File: src/rtl/usb_ls_rx_pkg.sv
package usb_ls_rx_pkg;

  // synchronized line code, packed as {dp, dm}
  typedef enum logic [1:0] {
    LS_SE0 = 2'b00,
    LS_J   = 2'b01,
    LS_K   = 2'b10,
    LS_SE1 = 2'b11
  } line_t;

  typedef enum logic [2:0] {
    ST_WAIT_IDLE,
    ST_IDLE,
    ST_SYNC,
    ST_DATA,
    ST_WAIT_EOP
  } rx_state_t;

endpackage

File: src/rtl/usb_ls_sync.sv
module usb_ls_sync #(
  parameter int WIDTH = 2,
  parameter int STAGES = 2,
  parameter logic [WIDTH-1:0] RESET_VAL = '0
) (
  input  logic             clk,
  input  logic             rst,
  input  logic [WIDTH-1:0] d,
  output logic [WIDTH-1:0] q
);

  for (genvar g = 0; g < WIDTH; g++) begin : g_bit
    logic [STAGES-1:0] sr;
    always_ff @(posedge clk) begin
      if (rst) sr <= {STAGES{RESET_VAL[g]}};
      else     sr <= {sr[STAGES-2:0], d[g]};
    end
    assign q[g] = sr[STAGES-1];
  end

endmodule

File: src/rtl/usb_ls_bit_timer.sv
module usb_ls_bit_timer #(
  parameter int DIV_INT = 10,
  parameter int DIV_NUM = 2,
  parameter int DIV_DEN = 3,
  parameter int CENTER  = 5
) (
  input  logic clk,
  input  logic rst,
  input  logic run,
  input  logic restart,
  output logic tick
);

  localparam int CW = $clog2(DIV_INT + CENTER + 2);
  localparam int FW = $clog2(2 * DIV_DEN + 1);

  logic [CW-1:0] cnt;
  logic [FW-1:0] acc;
  logic [FW-1:0] acc_sum;

  assign acc_sum = acc + FW'(DIV_NUM);
  assign tick    = run && !restart && (cnt == '0);

  always_ff @(posedge clk) begin
    if (rst) begin
      cnt <= '0;
      acc <= '0;
    end else if (restart) begin
      cnt <= CW'(CENTER - 1);
      acc <= '0;
    end else if (cnt == '0) begin
      if (acc_sum >= FW'(DIV_DEN)) begin
        cnt <= CW'(DIV_INT);          // leap clock
        acc <= acc_sum - FW'(DIV_DEN);
      end else begin
        cnt <= CW'(DIV_INT - 1);
        acc <= acc_sum;
      end
    end else begin
      cnt <= cnt - 1'b1;
    end
  end

endmodule

File: src/rtl/usb_ls_nrzi_unstuff.sv
module usb_ls_nrzi_unstuff
  import usb_ls_rx_pkg::*;
#(
  parameter int STUFF_RUN = 6
) (
  input  logic  clk,
  input  logic  rst,
  input  logic  init,
  input  logic  tick,
  input  line_t line_i,
  output logic  bit_vld,
  output logic  bit_val,
  output logic  se0
);

  localparam int OW = $clog2(STUFF_RUN + 1);

  line_t         prev;
  logic [OW-1:0] ones;
  logic          same;
  logic          stuffed;

  assign se0     = tick && (line_i == LS_SE0);
  assign same    = (line_i == prev);
  assign stuffed = (ones == OW'(STUFF_RUN));
  assign bit_vld = tick && (line_i != LS_SE0) && !stuffed;
  assign bit_val = same;

  always_ff @(posedge clk) begin
    if (rst || init) begin
      prev <= LS_K;
      ones <= '0;
    end else if (tick && line_i != LS_SE0) begin
      prev <= line_i;
      if (stuffed || !same) ones <= '0;
      else                  ones <= ones + 1'b1;
    end
  end

endmodule

File: src/rtl/usb_ls_rx.sv
module usb_ls_rx
  import usb_ls_rx_pkg::*;
#(
  parameter int MAX_BYTES  = 8,
  parameter int DIV_INT    = 10,
  parameter int DIV_NUM    = 2,
  parameter int DIV_DEN    = 3,
  parameter int CENTER     = 5,
  parameter int STUFF_RUN  = 6,
  parameter int SYNC_LIMIT = 8
) (
  input  logic       clk,
  input  logic       rst,
  input  logic       dp,
  input  logic       dm,
  output logic [7:0] rx_data,
  output logic       rx_valid,
  output logic       rx_sop,
  output logic       rx_eop,
  output logic       rx_overflow,
  output logic       rx_sync_err
);

  localparam int BCW = $clog2(MAX_BYTES + 1);
  localparam int SCW = $clog2(SYNC_LIMIT + 1);

  logic [1:0] sq;
  line_t      line, line_d;
  rx_state_t  state;
  logic       edge_jk, restart, run, tick, dtick;
  logic       bit_vld, bit_val, se0;
  logic       last_k;
  logic [SCW-1:0] sync_cnt;
  logic [BCW-1:0] byte_cnt;
  logic [2:0]     bit_cnt;
  logic [7:0]     sh;
  logic [7:0]     next_byte;

  usb_ls_sync #(.WIDTH(2), .STAGES(2), .RESET_VAL(2'b01)) u_sync (
    .clk(clk), .rst(rst), .d({dp, dm}), .q(sq)
  );

  assign line = line_t'(sq);

  always_ff @(posedge clk) begin
    if (rst) line_d <= LS_J;
    else     line_d <= line;
  end

  assign edge_jk = (line_d == LS_J) && (line == LS_K);
  assign restart = edge_jk && (state == ST_IDLE || state == ST_SYNC);
  assign run     = (state == ST_SYNC) || (state == ST_DATA);
  assign dtick   = tick && (state == ST_DATA);
  assign next_byte = {bit_val, sh[7:1]};

  usb_ls_bit_timer #(
    .DIV_INT(DIV_INT), .DIV_NUM(DIV_NUM), .DIV_DEN(DIV_DEN), .CENTER(CENTER)
  ) u_timer (
    .clk(clk), .rst(rst), .run(run), .restart(restart), .tick(tick)
  );

  usb_ls_nrzi_unstuff #(.STUFF_RUN(STUFF_RUN)) u_dec (
    .clk(clk), .rst(rst), .init(state != ST_DATA), .tick(dtick),
    .line_i(line), .bit_vld(bit_vld), .bit_val(bit_val), .se0(se0)
  );

  always_ff @(posedge clk) begin
    if (rst) begin
      state       <= ST_WAIT_IDLE;
      last_k      <= 1'b0;
      sync_cnt    <= '0;
      byte_cnt    <= '0;
      bit_cnt     <= '0;
      sh          <= '0;
      rx_data     <= '0;
      rx_valid    <= 1'b0;
      rx_sop      <= 1'b0;
      rx_eop      <= 1'b0;
      rx_overflow <= 1'b0;
      rx_sync_err <= 1'b0;
    end else begin
      rx_valid    <= 1'b0;
      rx_sop      <= 1'b0;
      rx_eop      <= 1'b0;
      rx_overflow <= 1'b0;
      rx_sync_err <= 1'b0;
      case (state)
        ST_WAIT_IDLE: begin
          if (line == LS_J) state <= ST_IDLE;
        end
        ST_IDLE: begin
          if (edge_jk) begin
            state    <= ST_SYNC;
            last_k   <= 1'b0;
            sync_cnt <= '0;
          end
        end
        ST_SYNC: begin
          if (tick) begin
            if (line == LS_SE0) begin
              state <= ST_WAIT_IDLE;
            end else if (line == LS_K && last_k) begin
              state    <= ST_DATA;
              rx_sop   <= 1'b1;
              bit_cnt  <= '0;
              byte_cnt <= '0;
            end else if (sync_cnt == SCW'(SYNC_LIMIT - 1)) begin
              state       <= ST_IDLE;
              rx_sync_err <= 1'b1;
            end else begin
              last_k   <= (line == LS_K);
              sync_cnt <= sync_cnt + 1'b1;
            end
          end
        end
        ST_DATA: begin
          if (se0) begin
            state  <= ST_WAIT_IDLE;
            rx_eop <= 1'b1;
          end else if (bit_vld) begin
            sh <= next_byte;
            if (bit_cnt == 3'd7) begin
              bit_cnt <= '0;
              if (byte_cnt == BCW'(MAX_BYTES)) begin
                rx_overflow <= 1'b1;
                state       <= ST_WAIT_EOP;
              end else begin
                rx_data  <= next_byte;
                rx_valid <= 1'b1;
                byte_cnt <= byte_cnt + 1'b1;
              end
            end else begin
              bit_cnt <= bit_cnt + 1'b1;
            end
          end
        end
        ST_WAIT_EOP: begin
          if (line == LS_SE0) state <= ST_WAIT_IDLE;
        end
        default: state <= ST_WAIT_IDLE;
      endcase
    end
  end

endmodule

File: config.mk
export PLATFORM = sky130hd
export DESIGN_NAME = usb_ls_rx
export DESIGN_NICKNAME = d
export VERILOG_FILES = /design/src/rtl/usb_ls_rx_pkg.sv /design/src/rtl/usb_ls_sync.sv /design/src/rtl/usb_ls_bit_timer.sv /design/src/rtl/usb_ls_nrzi_unstuff.sv /design/src/rtl/usb_ls_rx.sv
export SDC_FILE = /design/constraint.sdc
export NUM_CORES = 1
export LEC_CHECK = 0
export ABC_AREA = 1
export ABC_CLOCK_PERIOD_IN_PS = 2100
export BUFFER_PORTS_ARGS = -buffer_cell sky130_fd_sc_hd__buf_2
export CAP_MARGIN = 20
export CORE_MARGIN = 2
export CORE_UTILIZATION = 35
export CTS_CLUSTER_SIZE = 24
export DETAILED_ROUTE_END_ITERATION = 7
export PLACE_DENSITY = 0.51
export SYNTH_ARGS = -nofsm -noshare
export SYNTH_HDL_FRONTEND = slang
export SYNTH_SLANG_ARGS = --single-unit
File: constraint.sdc
create_clock -name clk -period 2.1 [get_ports clk]
set_input_delay 0.42 -clock clk [delete_from_list [all_inputs] [get_ports clk]]
set_output_delay 0.42 -clock clk [all_outputs]
set_load 0.01 [all_outputs]
==> flow_summary.toml, run 1 <==
[synthesis]
yosys.area_share.simple = 0.282
synth_cell_type_count = 34
synthArstFlopShare = 0
synth-compound-area-share = 0.132
synth_mux_area_frac = 0
synth_fp_nets = 340
synth_flop_cell = "dfxtp_1"
syn_avg_cell_area_um2 = 7.67
yosys_warnings = 0
synth_fa_ha_area_frac = 0.0604
synth.ff_latch_count = 54
synth-edff-count = 0
syn_inst = 324
syn_area_um2 = 2490
ys_seq_area_frac = 0.435
synth_top_family_by_area = "simple AND/OR/NAND/NOR gates"
synth-xor-area-share = 0.0106

[detailed_routing]
vias = 2027
detail-route-antenna-nets = 0
drtIter0Drc = 80
via_per_inst = 4.56
routed_wl_um = 4840
dr.pass1.iters = 4
wire_per_inst_um = 10.9
drc = 0

[place]
place_ws_ns = 0.200
place.gp.congestion = 0.802
dp_cells = 436
dp_hpwl_um = 3530
io_buffers = 16

[clock_network]
clk_latency_ns = 0.31
cts_buffers = 5
hold_buffers = 0
htreeDepth = 2
cts_root_buffer = "clkbuf_8"
cts_tree = "done"
cts.reportedPaths.clkPinSlew_ns = 0.10
post_cts_buffers = 0
cts_buffer_depth = 2
post_cts_resized = 0
cts_num_sinks = 54

[power]
seq_power_share = 0.427
p_sw_frac = 0.379
intPower_w = 0.00187
ir_worst_vdd_uv = 334
pwr-share-clk = 0.204
combPwrFrac = 0.369
p_sw_w = 0.00114
p_per_area_nw_per_um2 = 1070
leakagePower_nw = 1.23

[sta]
slew_headroom = 0.780
maxSlewViolCount = 0
setup_ws_ns = 0.247
holdWs_ns = 0.291
fin_worst_skew_ns = 0.00555
finalCriticalPeriod_ns = 1.85
setup_viol = 0
fmax_mhz = 540
rsz0062_at_grt = "false"
post-route-period-util = 0.882
tightest_slew_ns = 0.327
hold_violations = 0
finalSetupTns_ns = 0

[run_status]
status = "finished, final reports clean"

[global_routing]
overflow = 0
grt_start_max_net_pins = 17
antenna_found_initial = 0
grt_use_total = 0.133
grt_pass1_wl_um = 8210
grt_pass1_vias = 1852

[worst_hold_path]
hold_class = "in -> reg"
min_from = "dm"

[critical_path]
critPathBufInv = 3
worstSetupEndpointType = "register"
arrival_ns = 2.11
crit_family = "simple AND/OR/NAND/NOR gates"
max_stage_delay_ns = 0.32
start_kind = "register"
crit_path_max_fanout = 10
worstSetupPathType = "reg -> reg"
path_cells = "inv_1 -> ha_1 -> nand3_4 -> nor2_4 -> nand3_2 -> nor2_4 -> nand2_4 -> inv_4 -> nand3_4 -> clkinv_4 -> nand2_1 -> a21oi_1"
r2r-start = "u_timer.cnt[0]"
critPathSlowestCell = "dfxtp_1"
crit_start = "u_timer.cnt[0]"
required_ns = 2.35

[floorplanning]
die_area_um2 = 7790
die_x_um = 88.3
fp.dieH_um = 88.3
initial_core_util = 0.364
coreArea_um2 = 6830
ios = 17
rows = 30

[layout]
regArea_um2 = 1080
final_nets = 364
multiInputGateArea_um2 = 1210
antennaDiodeCount = 0
fill_cells = 742
syn_to_final_growth_pct = 12.8
drive_above_1_share = 0.158
final_cell_count_no_fill = 445

[run]
drv_cap = 0
-- cell families after synthesis --
group,after synthesis
DFF,54
xor gates and xnor gates,3
and+or+nand+nor,145
adders and majority gates,12
AOI/OAI and AO/OA,59
buffers and inverters,51
-- path summary, 6_finish.rpt --
| kind | endpoint | depth (start not counted) | slack (ns) |
|---|---|---|---|
| setup / recovery | rx_data[4] | 12 | 0.25 |
| hold / removal | u_sync.g_bit[0].sr[0] | 2 | 0.29 |
| setup reg to reg | rx_data[4] | 12 | 0.25 |
| hold reg to reg | u_sync.g_bit[1].sr[1] | 2 | 0.41 |
-- synth_stat cells (all sizes together), types with 2 or more instances --
| master | n | area share |
|---|---|---|
| a211oi | 5 | 0.015 |
| a21oi | 29 | 0.058 |
| clkbuf | 3 | 0.0045 |
| clkinv | 2 | 0.0050 |
| dfxtp | 54 | 0.43 |
| ha | 12 | 0.060 |
| inv | 45 | 0.069 |
| nand2 | 64 | 0.10 |
| nand3 | 18 | 0.054 |
| nand4 | 2 | 0.0050 |
| nor2 | 49 | 0.086 |
| nor3 | 3 | 0.0060 |
| nor3b | 2 | 0.0081 |
| o21ai | 18 | 0.036 |
| or2 | 7 | 0.018 |
| xor2 | 3 | 0.011 |
-- placed cells by master (no fill, tap or decap), types with 3 or more instances in the layout --
master     n
a211oi_1   5
a21oi_1   29
buf_2     16
buf_4      4
clkbuf_8   6
dfxtp_1   54
ha_1      12
inv_1     42
nand2_1   60
nand3_1   12
nand3_2    5
nor2_1    45
nor2_4     4
nor3_1     3
o21ai_0   15
o21ai_1    3
or2_2      7
xor2_1     3
-- metrics by stage --
step / power [W] / instance area [µm²] / utilization
floorplan: 0.00221 / 2490 / -
global placement: 0.00242 / 2700 / 0.395
detailed placement: 0.00242 / 2700 / 0.395
CTS: 0.00305 / 2800 / 0.409
global route: 0.00325 / 2810 / 0.411
finish: 0.00301 / 2810 / 0.411
-- flip-flops by register name, summed over array words and instances, names as in the netlist --
signal	cells
state	3
rx_valid	1
rx_data	8
sh	7
u_sync.g_bit.sr	4
u_timer.cnt	5
rx_overflow	1
last_k	1
rx_sop	1
bit_cnt	3
byte_cnt	4
rx_sync_err	1
u_timer.acc	3
sync_cnt	4
line_d	2
u_dec.prev	2
u_dec.ones	3
rx_eop	1
-- routing by layer --
layer	vias up	wire length, µm	GRT usage
li1	1085	-	-
met1	906	2420	0.170
met2	29	2190	0.217
met3	7	141	0.0308
met4	0	86	0.0537
met5	-	0	0
-- power groups by stage --
| stage | Sequential, W | Combinational [W] | Clock [W] |
|---|---|---|---|
| 2_1_floorplan | 0.00128 | 0.000926 | 0 |
| 3_3_place_gp | 0.00131 | 0.00111 | 0 |
| 3_5_place_dp | 0.00131 | 0.00111 | 0 |
| 4_1_cts | 0.00129 | 0.00112 | 0.000638 |
| 5_1_grt | 0.00131 | 0.00129 | 0.000660 |
| 6_report | 0.00129 | 0.00111 | 0.000613 |
-- layout make-up --
class / instances / share of cell area
inverters: 47 / 0.0656
flip-flops and latches: 54 / 0.385
repair buffers: 20 / 0.0393
clock inverters: 2 / 0.00446
multi-input cells: 220 / 0.433
clock buffers: 6 / 0.0294
well taps: 96 / 0.0428
Note: power is estimated with default switching activity, not from simulation.
==> run 2: changes to the inputs <==
Settings changed: BUFFER_PORTS_ARGS -buffer_cell sky130_fd_sc_hd__buf_2 to -buffer_cell sky130_fd_sc_hd__buf_4.
==> run 2 against run 1 <==
Net effect: total power is 2.6% higher; non-clock buffer count stayed put; global-route usage is 0.50 points lower; highest routed layer unchanged; largest power group unchanged; maximum frequency is 2.3% lower; largest cell class unchanged; setup slack worse by 0.043 ns; critical endpoint is now rx_data[5]; clock power is 15% higher; combinational power hardly changed; flip-flop and latch count stayed put.
==> flow_summary.toml, run 2 (synthesized netlist as in run 1, its figures left out) <==
[global_routing]
grt_start_max_net_pins = 19
grt_pass1_vias = 1754
overflow = 0
grt_pass1_wl_um = 7880
antenna_found_initial = 0
grt_use_total = 0.128

[detailed_routing]
vias = 1972
drtIter0Drc = 56
wire_per_inst_um = 10.5
detail-route-antenna-nets = 0
drc = 0
dr.pass1.iters = 4
routed_wl_um = 4680
via_per_inst = 4.44

[floorplanning]
initial_core_util = 0.364
fp.dieH_um = 88.3
coreArea_um2 = 6830
die_area_um2 = 7790
ios = 17
die_x_um = 88.3
rows = 30

[layout]
layout_common_cells = "60 x nand2_1, 54 x dfxtp_1, 45 x nor2_1, 42 x inv_1, 29 x a21oi_1"
regArea_um2 = 1080
drive_above_1_share = 0.155
regMostFlops = "rx_data"
fill_cells = 717
multiInputGateArea_um2 = 1200
syn_to_final_growth_pct = 15.3
final_common_cell = "nand2_1"
utilization = 0.420
final_nets = 363
reg_top3 = "rx_data: 8 flops, sh: 7 flops, u_timer.cnt: 5 flops"
largest_reg_flops = 8
antennaDiodeCount = 0
design_area_um2 = 2870

[sta]
tightest_slew_ns = 0.351
rsz0062_at_grt = "false"
slew_headroom = 0.765
setup_viol = 0
fmax_mhz = 527
fin_worst_skew_ns = 0.0115
setup_ws_ns = 0.204
maxSlewViolCount = 0
hold_violations = 0
finalSetupTns_ns = 0
post-route-period-util = 0.903
finalCriticalPeriod_ns = 1.90

[critical_path]
timing.reg2reg.setup_slack_ns = 0.20
crit_path_max_fanout = 10
arrival_ns = 2.10
rr_endpoint = "rx_data[5]"
worstSetupPathType = "reg -> reg"
required_ns = 2.30
crit_start = "u_timer.cnt[0]"
start_kind = "register"
rr_worst_depth = 12
r2r-start = "u_timer.cnt[0]"
worstSetupEndpointType = "register"

[clock_network]
cts_root_buffer = "clkbuf_8"
clk_latency_ns = 0.31
htreeDepth = 2
cts_num_sinks = 54
post_cts_resized = 0
cts_buffer_depth = 2
cts.reportedPaths.clkPinSlew_ns = 0.10
cts_buffers = 5
cts_tree = "done"

[place]
place_area_um2 = 2730
io_buffers = 16
place.gp.congestion = 0.775
place_ws_ns = 0.232
dp_hpwl_um = 3420

[power]
p_per_area_nw_per_um2 = 1080
leakagePower_nw = 1.24
ir_worst_vdd_uv = 318
power.total_w = 0.00309

[worst_hold_path]
min_to = "u_sync.g_bit[0].sr[0]"
min_path_cells = 2
min_from = "dm"
hold_class = "in -> reg"

[run]
drv_cap = 0

[run_status]
status = "finished, final reports clean"
==> run 2: cell types whose count changed in the layout (fill, tap and decap cells not counted) <==
cell,before,now
bufinv_16,0,1
clkbuf_8,6,5
buf_4,4,19
buf_2,16,0
clkinvlp_4,1,2
buf_12,0,1
clkinv_2,1,0
nand3_2,5,4
==> run 2: how the worst max path moves through the flow <==
stage,to,slack (ns),cells past startpoint
after floorplan,rx_data[7],0.47,12
after global placement,rx_data[0],0.26,12
after detailed placement,rx_data[4],0.23,12
after CTS,rx_data[0],0.20,12
after global routing,rx_data[1],0.02,12
final,rx_data[5],0.20,12
==> run 2: layout make-up <==
| cell class | count | area share |
|---|---|---|
| multi-input combinational | 219 | 0.420 |
| sequential | 54 | 0.377 |
| inverter | 47 | 0.0642 |
| timing repair buffer | 20 | 0.0567 |
| tap | 96 | 0.0419 |
| clock buffer | 5 | 0.0240 |
| clock inverter | 3 | 0.0157 |
==> run 2: where the power goes <==
group	total, W	leakage [nW]	internal (W)	switching [W]
clock	0.000703	0.0504	0.000355	0.000348
combinational	0.00110	0.753	0.000433	0.000667
sequential	0.00128	0.439	0.00117	0.000113
total	0.00309	1.24	0.00196	0.00113
==> run 2: stage by stage <==
stage,cells,hold slack (ns)
after floorplan,324,0.388
after global placement,435,0.390
after detailed placement,435,0.397
after CTS,443,0.272
after global routing,444,0.269
final,444,0.284
==> run 2: worst max-delay path, cell delays in order, from the launching register on <==
cell     delay [ns]
dfxtp_1        0.32
inv_1          0.09
ha_1           0.20
nand3_4        0.14
nor2_4         0.12
nand3_2        0.13
nor2_4         0.15
nand2_4        0.11
inv_4          0.11
nand3_4        0.14
buf_12         0.17
nand2_1        0.05
a21oi_1        0.06
==> run 2: per-layer routing <==
metal | wire, µm | up-vias | GRT usage
met1 | 2470 | 869 | 0.172
met4 | 46 | 0 | 0.0372
met3 | 103 | 5 | 0.0308
met5 | 0 | - | 0
li1 | - | 1085 | -
met2 | 2060 | 13 | 0.204
==> run 2: timing repair <==
action | 4_1_cts | 5_1_grt
setup buffers | 0 | 1
setup endpoints to repair | 0 | 1
hold buffers | 0 | 0
